$ cat config.mk
export PLATFORM = sky130hd
export DESIGN_NAME = irq_two_source_ctl
export DESIGN_NICKNAME = d
export VERILOG_FILES = /design/src/rtl/irq_pkg.sv /design/src/rtl/irq_req_latch.sv /design/src/rtl/irq_pc_stack.sv /design/src/rtl/irq_accept_fsm.sv /design/src/rtl/irq_two_source_ctl.sv
export SDC_FILE = /design/constraint.sdc
export NUM_CORES = 1
export LEC_CHECK = 0
export BUFFER_PORTS_ARGS = -buffer_cell sky130_fd_sc_hd__clkbuf_2
export CAP_MARGIN = 40
export CORE_MARGIN = 3
export CORE_UTILIZATION = 40
export CTS_CLUSTER_DIAMETER = 120
export DETAILED_ROUTE_END_ITERATION = 16
export GPL_ROUTABILITY_DRIVEN = 1
export PLACE_DENSITY = 0.59
export SYNTH_ARGS = -nofsm -noshare
export SYNTH_HDL_FRONTEND = slang
export SYNTH_SLANG_ARGS = --single-unit
$ cat constraint.sdc
create_clock -name clk -period 1.5 [get_ports clk]
set_input_delay 0.15 -clock clk [delete_from_list [all_inputs] [get_ports clk]]
set_output_delay 0.15 -clock clk [all_outputs]
set_load 0.02 [all_outputs]
$ cat src/rtl/irq_pkg.sv
package irq_pkg;
    localparam int NUM_SRC = 2;
    localparam int SRC_TMR = 0;
    localparam int SRC_INP = 1;

    typedef enum logic [1:0] {
        ST_IDLE  = 2'd0,
        ST_DELAY = 2'd1,
        ST_READY = 2'd2,
        ST_TAKE  = 2'd3
    } acc_state_e;
endpackage

$ cat src/rtl/irq_req_latch.sv
module irq_req_latch (
    input  logic clk,
    input  logic rst_n,
    input  logic evt_i,
    input  logic clr_i,
    output logic req_o
);
    logic req_q;

    always_ff @(posedge clk or negedge rst_n) begin
        if (!rst_n)
            req_q <= 1'b0;
        else if (evt_i)
            req_q <= 1'b1;
        else if (clr_i)
            req_q <= 1'b0;
    end

    assign req_o = req_q;

    AST_SET_WINS: assert property (@(posedge clk) disable iff (!rst_n)
        evt_i |=> req_q);
    AST_CLR_ALONE: assert property (@(posedge clk) disable iff (!rst_n)
        (clr_i && !evt_i) |=> !req_q);
endmodule

$ cat src/rtl/irq_pc_stack.sv
module irq_pc_stack #(
    parameter int PC_W  = 10,
    parameter int DEPTH = 4
) (
    input  logic            clk,
    input  logic            rst_n,
    input  logic            push_i,
    input  logic            pop_i,
    input  logic [PC_W-1:0] pc_i,
    output logic [PC_W-1:0] top_o
);
    localparam int LAST = DEPTH - 1;

    logic [PC_W-1:0] st_q [DEPTH];

    for (genvar i = 0; i < DEPTH; i++) begin : g_ent
        logic [PC_W-1:0] from_above;
        logic [PC_W-1:0] from_below;

        if (i == 0) begin : g_first
            assign from_above = pc_i;
        end else begin : g_mid
            assign from_above = st_q[i-1];
        end

        if (i == LAST) begin : g_last
            assign from_below = st_q[i];
        end else begin : g_inner
            assign from_below = st_q[i+1];
        end

        always_ff @(posedge clk or negedge rst_n) begin
            if (!rst_n)
                st_q[i] <= '0;
            else if (push_i)
                st_q[i] <= from_above;
            else if (pop_i)
                st_q[i] <= from_below;
        end
    end

    assign top_o = st_q[0];

    AST_PUSH_TOP: assert property (@(posedge clk) disable iff (!rst_n)
        push_i |=> (top_o == $past(pc_i)));
    AST_PUSH_SHIFT: assert property (@(posedge clk) disable iff (!rst_n)
        push_i |=> (st_q[1] == $past(st_q[0])));
    AST_POP_SHIFT: assert property (@(posedge clk) disable iff (!rst_n)
        (pop_i && !push_i) |=> (top_o == $past(st_q[1])));
    AST_POP_HOLD_LAST: assert property (@(posedge clk) disable iff (!rst_n)
        (pop_i && !push_i) |=> $stable(st_q[LAST]));
endmodule

$ cat src/rtl/irq_accept_fsm.sv
module irq_accept_fsm
    import irq_pkg::*;
(
    input  logic               clk,
    input  logic               rst_n,
    input  logic [NUM_SRC-1:0] req_i,
    input  logic               boundary_i,
    input  logic               ie_set_i,
    input  logic               ie_clr_i,
    input  logic               rti_i,
    output logic               take_o,
    output logic               sel_inp_o,
    output logic [NUM_SRC-1:0] svc_clr_o,
    output logic               ie_o
);
    acc_state_e state_q, state_d;
    logic       sel_inp_q, sel_inp_d;
    logic       ie_q;
    logic       any_req;

    assign any_req = |req_i;

    always_comb begin
        state_d   = state_q;
        sel_inp_d = sel_inp_q;
        unique case (state_q)
            ST_IDLE: begin
                if (any_req) state_d = ST_DELAY;
            end
            ST_DELAY: begin
                if (!any_req)       state_d = ST_IDLE;
                else if (boundary_i) state_d = ST_READY;
            end
            ST_READY: begin
                if (!any_req) begin
                    state_d = ST_IDLE;
                end else if (boundary_i && ie_q) begin
                    state_d   = ST_TAKE;
                    sel_inp_d = !req_i[SRC_TMR];
                end
            end
            ST_TAKE: begin
                state_d = ST_IDLE;
            end
            default: state_d = ST_IDLE;
        endcase
    end

    always_ff @(posedge clk or negedge rst_n) begin
        if (!rst_n) begin
            state_q   <= ST_IDLE;
            sel_inp_q <= 1'b0;
        end else begin
            state_q   <= state_d;
            sel_inp_q <= sel_inp_d;
        end
    end

    always_comb begin
        take_o    = 1'b0;
        sel_inp_o = 1'b0;
        svc_clr_o = '0;
        unique case (state_q)
            ST_TAKE: begin
                take_o    = 1'b1;
                sel_inp_o = sel_inp_q;
                svc_clr_o[SRC_TMR] = !sel_inp_q;
                svc_clr_o[SRC_INP] = sel_inp_q;
            end
            ST_IDLE, ST_DELAY, ST_READY: begin
                take_o = 1'b0;
            end
            default: take_o = 1'b0;
        endcase
    end

    always_ff @(posedge clk or negedge rst_n) begin
        if (!rst_n)
            ie_q <= 1'b0;
        else if (take_o)
            ie_q <= 1'b0;
        else if (ie_set_i || rti_i)
            ie_q <= 1'b1;
        else if (ie_clr_i)
            ie_q <= 1'b0;
    end

    assign ie_o = ie_q;

    AST_TAKE_NEEDS_IE: assert property (@(posedge clk) disable iff (!rst_n)
        take_o |-> $past(ie_q));
    AST_TAKE_AFTER_BOUNDARY: assert property (@(posedge clk) disable iff (!rst_n)
        take_o |-> $past(boundary_i));
    AST_TAKE_PULSE: assert property (@(posedge clk) disable iff (!rst_n)
        take_o |=> !take_o);
    AST_TAKE_MASKS: assert property (@(posedge clk) disable iff (!rst_n)
        take_o |=> !ie_q);
    AST_TIMER_FIRST: assert property (@(posedge clk) disable iff (!rst_n)
        take_o |-> (sel_inp_o == !$past(req_i[SRC_TMR])));
    AST_RTI_ENABLES: assert property (@(posedge clk) disable iff (!rst_n)
        (rti_i && !take_o) |=> ie_q);
endmodule

$ cat src/rtl/irq_two_source_ctl.sv
module irq_two_source_ctl
    import irq_pkg::*;
#(
    parameter int BANK_W    = 2,
    parameter int PAGE_W    = 2,
    parameter int ADDR_W    = 6,
    parameter int STACK_D   = 4,
    parameter int VEC_ADDR  = 63,
    parameter int TMR_PAGE  = 0,
    parameter int INP_PAGE  = 1,
    parameter int VEC_BANK  = 0,
    parameter int PC_W      = BANK_W + PAGE_W + ADDR_W
) (
    input  logic               clk,
    input  logic               rst_n,
    input  logic               tmr_ovf_i,
    input  logic               ext_irq_i,
    input  logic [NUM_SRC-1:0] req_clr_i,
    input  logic               ie_set_i,
    input  logic               ie_clr_i,
    input  logic               boundary_i,
    input  logic               rti_i,
    input  logic [PC_W-1:0]    pc_i,
    output logic               take_o,
    output logic [PC_W-1:0]    vector_o,
    output logic [PC_W-1:0]    ret_pc_o,
    output logic               ie_o,
    output logic [NUM_SRC-1:0] req_o
);
    localparam logic [PC_W-1:0] VEC_TMR =
        {BANK_W'(VEC_BANK), PAGE_W'(TMR_PAGE), ADDR_W'(VEC_ADDR)};
    localparam logic [PC_W-1:0] VEC_INP =
        {BANK_W'(VEC_BANK), PAGE_W'(INP_PAGE), ADDR_W'(VEC_ADDR)};

    logic               ext_prev_q;
    logic [NUM_SRC-1:0] evt;
    logic [NUM_SRC-1:0] svc_clr;
    logic [NUM_SRC-1:0] req;
    logic               take;
    logic               sel_inp;

    always_ff @(posedge clk or negedge rst_n) begin
        if (!rst_n) ext_prev_q <= 1'b0;
        else        ext_prev_q <= ext_irq_i;
    end

    assign evt[SRC_TMR] = tmr_ovf_i;
    assign evt[SRC_INP] = ext_irq_i && !ext_prev_q;

    for (genvar s = 0; s < NUM_SRC; s++) begin : g_src
        irq_req_latch u_latch (
            .clk   (clk),
            .rst_n (rst_n),
            .evt_i (evt[s]),
            .clr_i (req_clr_i[s] || svc_clr[s]),
            .req_o (req[s])
        );
    end

    irq_accept_fsm u_fsm (
        .clk        (clk),
        .rst_n      (rst_n),
        .req_i      (req),
        .boundary_i (boundary_i),
        .ie_set_i   (ie_set_i),
        .ie_clr_i   (ie_clr_i),
        .rti_i      (rti_i),
        .take_o     (take),
        .sel_inp_o  (sel_inp),
        .svc_clr_o  (svc_clr),
        .ie_o       (ie_o)
    );

    irq_pc_stack #(.PC_W(PC_W), .DEPTH(STACK_D)) u_stack (
        .clk    (clk),
        .rst_n  (rst_n),
        .push_i (take),
        .pop_i  (rti_i && !take),
        .pc_i   (pc_i),
        .top_o  (ret_pc_o)
    );

    assign take_o   = take;
    assign vector_o = !take ? '0 : (sel_inp ? VEC_INP : VEC_TMR);
    assign req_o    = req;

    AST_VEC_LEGAL: assert property (@(posedge clk) disable iff (!rst_n)
        take_o |-> (vector_o == VEC_TMR || vector_o == VEC_INP));
    AST_VEC_QUIET: assert property (@(posedge clk) disable iff (!rst_n)
        !take_o |-> (vector_o == '0));
    AST_SERVICED_CLEARS: assert property (@(posedge clk) disable iff (!rst_n)
        (take_o && vector_o == VEC_TMR && !tmr_ovf_i) |=> !req_o[SRC_TMR]);
    AST_LEVEL_NO_SET: assert property (@(posedge clk) disable iff (!rst_n)
        (!req_o[SRC_INP] && ext_prev_q && ext_irq_i) |=> !req_o[SRC_INP]);
endmodule

### Yosys cells after proc, flatten, opt, wreduce, memory -nomap -nowiden

Index checks and enable logic that the tools add are counted.
W data, S select, Z words.

* eq/ne operators: 6
* multiplexer cells: 24
* reductions and logical operators: 19

Operators with widths (count)
* $mux W10: 7
* $mux W2: 6
* $mux W1: 8
* $pmux W2 S4: 1
* $mux W7: 1
* $ne A3 B3 Y1 const B: 2
* $reduce_and A3 Y1: 2
* $reduce_bool A2 Y1: 3
* $eq A2 B2 Y1 const B: 2
* $logic_not A1 Y1: 4
* $logic_and A1 B1 Y1: 3
* $logic_or A1 B1 Y1: 3
* $reduce_bool A3 Y1: 1
* $reduce_or A3 Y1: 1
* $eq A2 B1 Y1 const B: 1
* $logic_not A2 Y1: 1
* $ne A2 B1 Y1 const B: 1
* $pmux W1 S2: 1
* $reduce_or A2 Y1: 1

* register bits after elaboration: 47
* input bits: 20
* output and inout port bits: 24
* word-level logic and storage cells: 59

### Depth between registers and ports, before layout

* word-level depth: 7
* depth in mapped cells: 4

### Modules after synthesis

Synthesis repeated with hierarchy kept, for this count alone.

* cell total of the unflattened synthesis: 194
* area, all modules: 2249.7 um2

Modules (own cells, without submodules)
* irq_pc_stack: times used 1, cells each 152, area each 1846.8 um2, seq. area each 1001.0 um2
* irq_accept_fsm: times used 1, cells each 20, area each 198.9 um2, seq. area each 100.1 um2
* irq_two_source_ctl: times used 1, cells each 16, area each 131.4 um2, seq. area each 25.0 um2
* irq_req_latch: times used 2, cells each 3, area each 36.3 um2, seq. area each 25.0 um2

### Least setup slack after synthesis

No wires, ideal clock.

* path type: reg-to-reg
* from: register u_fsm.state_q[0]
* to: register u_stack.st_q, in the netlist u_stack.g_ent[2].from_below[0]
* arrival time: 1.156 ns
* required time: 1.375 ns
* slack: 0.220 ns
* stages on the path, launching flop included: 4
* buffers on the path: 0
* clock period less this slack: 1.280 ns
* cells stage by stage: dfrtp_1 > nand2_2 > inv_1 > mux2_2

* word-level cells in the longest chain between the ends: 3
* elaborated cells between the ends (all ways): 6
* classes of those cells: eq/ne: 3; mux: 1; reduce/logical: 2

Ends and longest elaborated chain
* start: declaration: line irq_accept_fsm.sv:16 `acc_state_e state_q, state_d;`
* start signal: assignment: line irq_accept_fsm.sv:54 `state_q <= state_d;`
* $eq A2 B1 Y1 (tied with other cells): line irq_accept_fsm.sv:63 `unique case (state_q)`
* $reduce_or A3 Y1: line irq_accept_fsm.sv:63
* $pmux W1 S2 (*): line irq_accept_fsm.sv:63
* via take_o: line irq_two_source_ctl.sv:24 `output logic take_o,`
* end signal: indexed assignment: line irq_pc_stack.sv:36 `st_q[i] <= from_above;`
* end signal: indexed assignment: line irq_pc_stack.sv:38 `st_q[i] <= from_below;`
* end: declaration: line irq_pc_stack.sv:14 `logic [PC_W-1:0] st_q [DEPTH];`

Mark *: on every way through the listed nets, which the timed path passes. The rest lies on a longest branch.
A chain may end at the register's enable or synchronous reset.

### Final worst setup path

* from: register u_fsm.state_q[1]
* to: output vector_o[1]

* word-level cells in the longest chain between the ends: 4
* elaborated cells between the ends (all ways): 7
* classes of those cells: eq/ne: 3; mux: 2; reduce/logical: 2

Ends and longest elaborated chain
* $eq A2 B1 Y1 (tied with other cells): line irq_accept_fsm.sv:63
* $reduce_or A3 Y1: line irq_accept_fsm.sv:63
* $pmux W1 S2 (*): line irq_accept_fsm.sv:63
* $mux W10 (*): line irq_two_source_ctl.sv:84 `assign vector_o = !take ? '0 : (sel_inp ? VEC_INP : VEC_TMR);`
* end: declaration: line irq_two_source_ctl.sv:25 `output logic [PC_W-1:0] vector_o,`

Mark *: on every way between the ends. The rest lies on a longest branch, timed or not.

==> results.py <==
metrics = {
    "run_status": {
        "status": "finished, final reports clean",
    },
    "cts": {
        "root_buffer": "clkbuf_8",
        "clockBufferDepth": 2,
        "cts.clk_slew.worst_paths_ns": 0.08,
        "cts_tree": "done",
        "clock-sinks": 47,
        "numCtsBuffers": 5,
        "clkLatencyLatePin_ns": 0.29,
        "cts-htree-levels": 2,
    },
    "final_layout": {
        "fin_nets": 247,
        "area_growth_pct": 15.46,
        "fin_util_pct": 48.40,
        "finalInstanceArea_um2": 2504,
        "most-common-layout-cells": "dfrtp_1, clkbuf_2, nor2_1, a21oi_1, mux2i_1",
        "final_layout_size_suffix_gt1_share_pct": 29.52,
        "num_antenna_cells": 0,
        "final_common_cell": "dfrtp_1",
    },
    "drt": {
        "ant_nets": 0,
        "initialDrtViolationCount": 48,
        "drc_errors": 0,
        "avgRoutedWirePerCell_um": 12.28,
        "routed_wl_mm": 3.648,
        "first_pass_iters": 4,
        "vias_per_cell": 4.714,
        "route.vias.total": 1400,
    },
    "sta": {
        "grt_setup_unrepaired": "false",
        "drv_slew": 0,
        "period_minus_slack_ns": 1.352,
        "fmax_ghz": 0.7399,
        "period_share_pct": 90.10,
        "finalSetupTns_ns": 0,
        "setup_viol": 0,
        "final-hold-violation-count": 0,
        "skew_ns": 0.004857,
        "setup_slack_ns": 0.1485,
    },
    "grt": {
        "grt_pass1_wl_mm": 6.030,
        "grt_pass1_vias": 1331,
        "grt_start_max_net_pins": 50,
        "grt_antenna_before_repair": 0,
        "track_usage_pct": 12.26,
        "overflow": 0,
    },
    "placed_design": {
        "dp_slack_ns": 0.2572,
        "hpwl_mm": 2.419,
        "postPlaceCellArea_um2": 2365,
        "place.gp.congestion": 0.7531,
        "io_buffers": 40,
    },
    "synth": {
        "yosys_warnings": 0,
        "yosys-top-cells-area": "dfrtp_1, mux2i_1, a21oi_1",
        "syn_area_per_cell_um2": 11.35,
        "syn_area_um2": 2168,
        "synth_cell_types": 23,
        "yosysTopAreaCell": "dfrtp_1",
        "ys_ff_latch": 47,
        "synth_edf_count": 0,
        "synthArstFlopShare_pct": 100.0,
        "synth-seq-area-share_pct": 54.24,
        "synth-main-ff-cell": "dfrtp_1",
        "yosys.area.top_type_share_pct": 54.24,
        "synthCells": 191,
    },
    "power_and_ir_drop": {
        "p_per_area_nw_per_um2": 1955,
        "power.internal_mw": 3.124,
        "combPwrFrac_pct": 37.2,
        "seqPwrFrac_pct": 47.4,
        "switching_share_pct": 36.17,
        "p_sw_mw": 1.770,
        "irDropWorstVdd_mv": 0.6256,
        "clock_power_share_pct": 15.4,
        "leakage_nw": 1.264,
    },
    "critical_path": {
        "path_buf_inv": 2,
        "cp_top_family": "flip-flops",
        "critPathSlowestCell": "dfrtp_1",
        "crit_chain": "nand2_4 -> clkinvlp_4 -> clkbuf_2",
        "worst_ep_arrival_time_ns": 1.20,
        "crit_fanout": 5,
        "worstPathRequired_ns": 1.35,
        "endpoint_kind": "output pin",
        "criticalPathCategory": "flop to output pin",
        "startpoint_type": "flop",
        "cpPeakStageDelay_ns": 0.45,
    },
    "floorplanning": {
        "num_rows": 26,
        "num_io_pins": 44,
        "initial_core_util_pct": 41.92,
        "die_h_um": 79.63,
        "core_um2": 5172,
        "die_area_um2": 6340,
        "die_w_um": 79.63,
    },
    "worst_hold_path": {
        "min_path_type": "input port to flop",
    },
    "flow_run": {
        "drv_cap": 0,
    },
}
## Yosys cell counts (2+ instances only)
cell type and n:
a21oi_1 33, buf_1 2, buf_4 13, buf_6 4
dfrtp_1 47, inv_1 3, mux2_2 4, mux2_4 7
mux2i_1 30, nand2_1 2, nand2b_1 2, nor2_1 33
## area by class of cell
type                            count  area (um^2)
Sequential cell                    47         1176
Timing Repair Buffer               48        302.8
Clock buffer                        6        82.58
Tap cell                           70        87.58
Fill cell                         479         2669
Clock inverter                      1        5.005
Multi-Input combinational cell    121        827.0
Timing Repair inverter              1        7.507
Inverter                            3        15.01
## flip-flops by register name, indices dropped and copies added, names as in the netlist
register and count:
u_stack.g_ent.from_below 30, u_stack.top_o 10, g_src.u_latch.req_o 2, u_fsm.state_q 2, ext_prev_q 1, u_fsm.ie_o 1, u_fsm.sel_inp_q 1
## timing repair
action	CTS	global route
endpoints found under the setup margin	0	7
hold buffers	2	0
resized for setup	0	3
buffers inserted	0	2
hold endpoints to repair	48	0
## power groups by stage
stage	Combinational, mW	Clock [mW]	Sequential, mW
floorplan	1.30	0	2.43
global placement	1.77	0	2.33
detailed placement	1.81	0	2.34
CTS	1.82	0.800	2.32
global route	2.04	0.843	2.41
finish	1.82	0.752	2.32
## cells by family after synthesis
group	after synthesis	share of synthesized area, %
flip-flops	47	54.24
multiplexers	41	20.77
AND/OR/NAND/NOR	41	7.964
AO/OA/AOI/OAI	36	8.656
buffers and inverters	25	8.193
other	1	0.1729
## worst paths after layout
| kind | cells past startpoint | from | slack, ns | to |
|---|---|---|---|---|
| worst max-delay path | 3 | u_fsm.state_q[1]$_DFFE_PN0P_ | 0.15 | vector_o[1] |
| worst min-delay path | 2 | tmr_ovf_i | 0.05 | g_src[0].u_latch.req_o$_DFFE_PN0P_ |
| worst max register to register | 3 | u_fsm.state_q[1]$_DFFE_PN0P_ | 0.19 | u_stack.g_ent[2].from_below[5]$_DFFE_PN0N_ |
| worst min register to register | 1 | ext_prev_q$_DFF_PN0_ | 0.44 | g_src[1].u_latch.req_o$_DFFE_PN0P_ |
| max in group asynchronous | 3 | rst_n | 0.90 | u_fsm.state_q[0]$_DFFE_PN0P_ |
| min in group asynchronous | 3 | rst_n | 0.37 | u_stack.g_ent[0].from_below[1]$_DFFE_PN0P_ |
## metal layers
metal	track usage, %	part of all wire (%)	vias to the layer above	wire length (um)
met5	0	0	-	0
met4	4.639	1.4	0	51
met3	3.950	2.9	4	107
met2	20.62	50	20	1830
met1	14.55	46	672	1660
li1	-	-	704	-
## per-stage QoR
step                      std cells  hold WS [ns]  total power [mW]
after floorplan                 193       -0.1456             3.727
after global placement          285        0.1624             4.104
after detailed placement        285        0.1591             4.146
after CTS                       294       0.03931             4.934
after global routing            297       0.03726             5.298
final                           297       0.05215             4.894
Power figures use the tool's default switching activity.
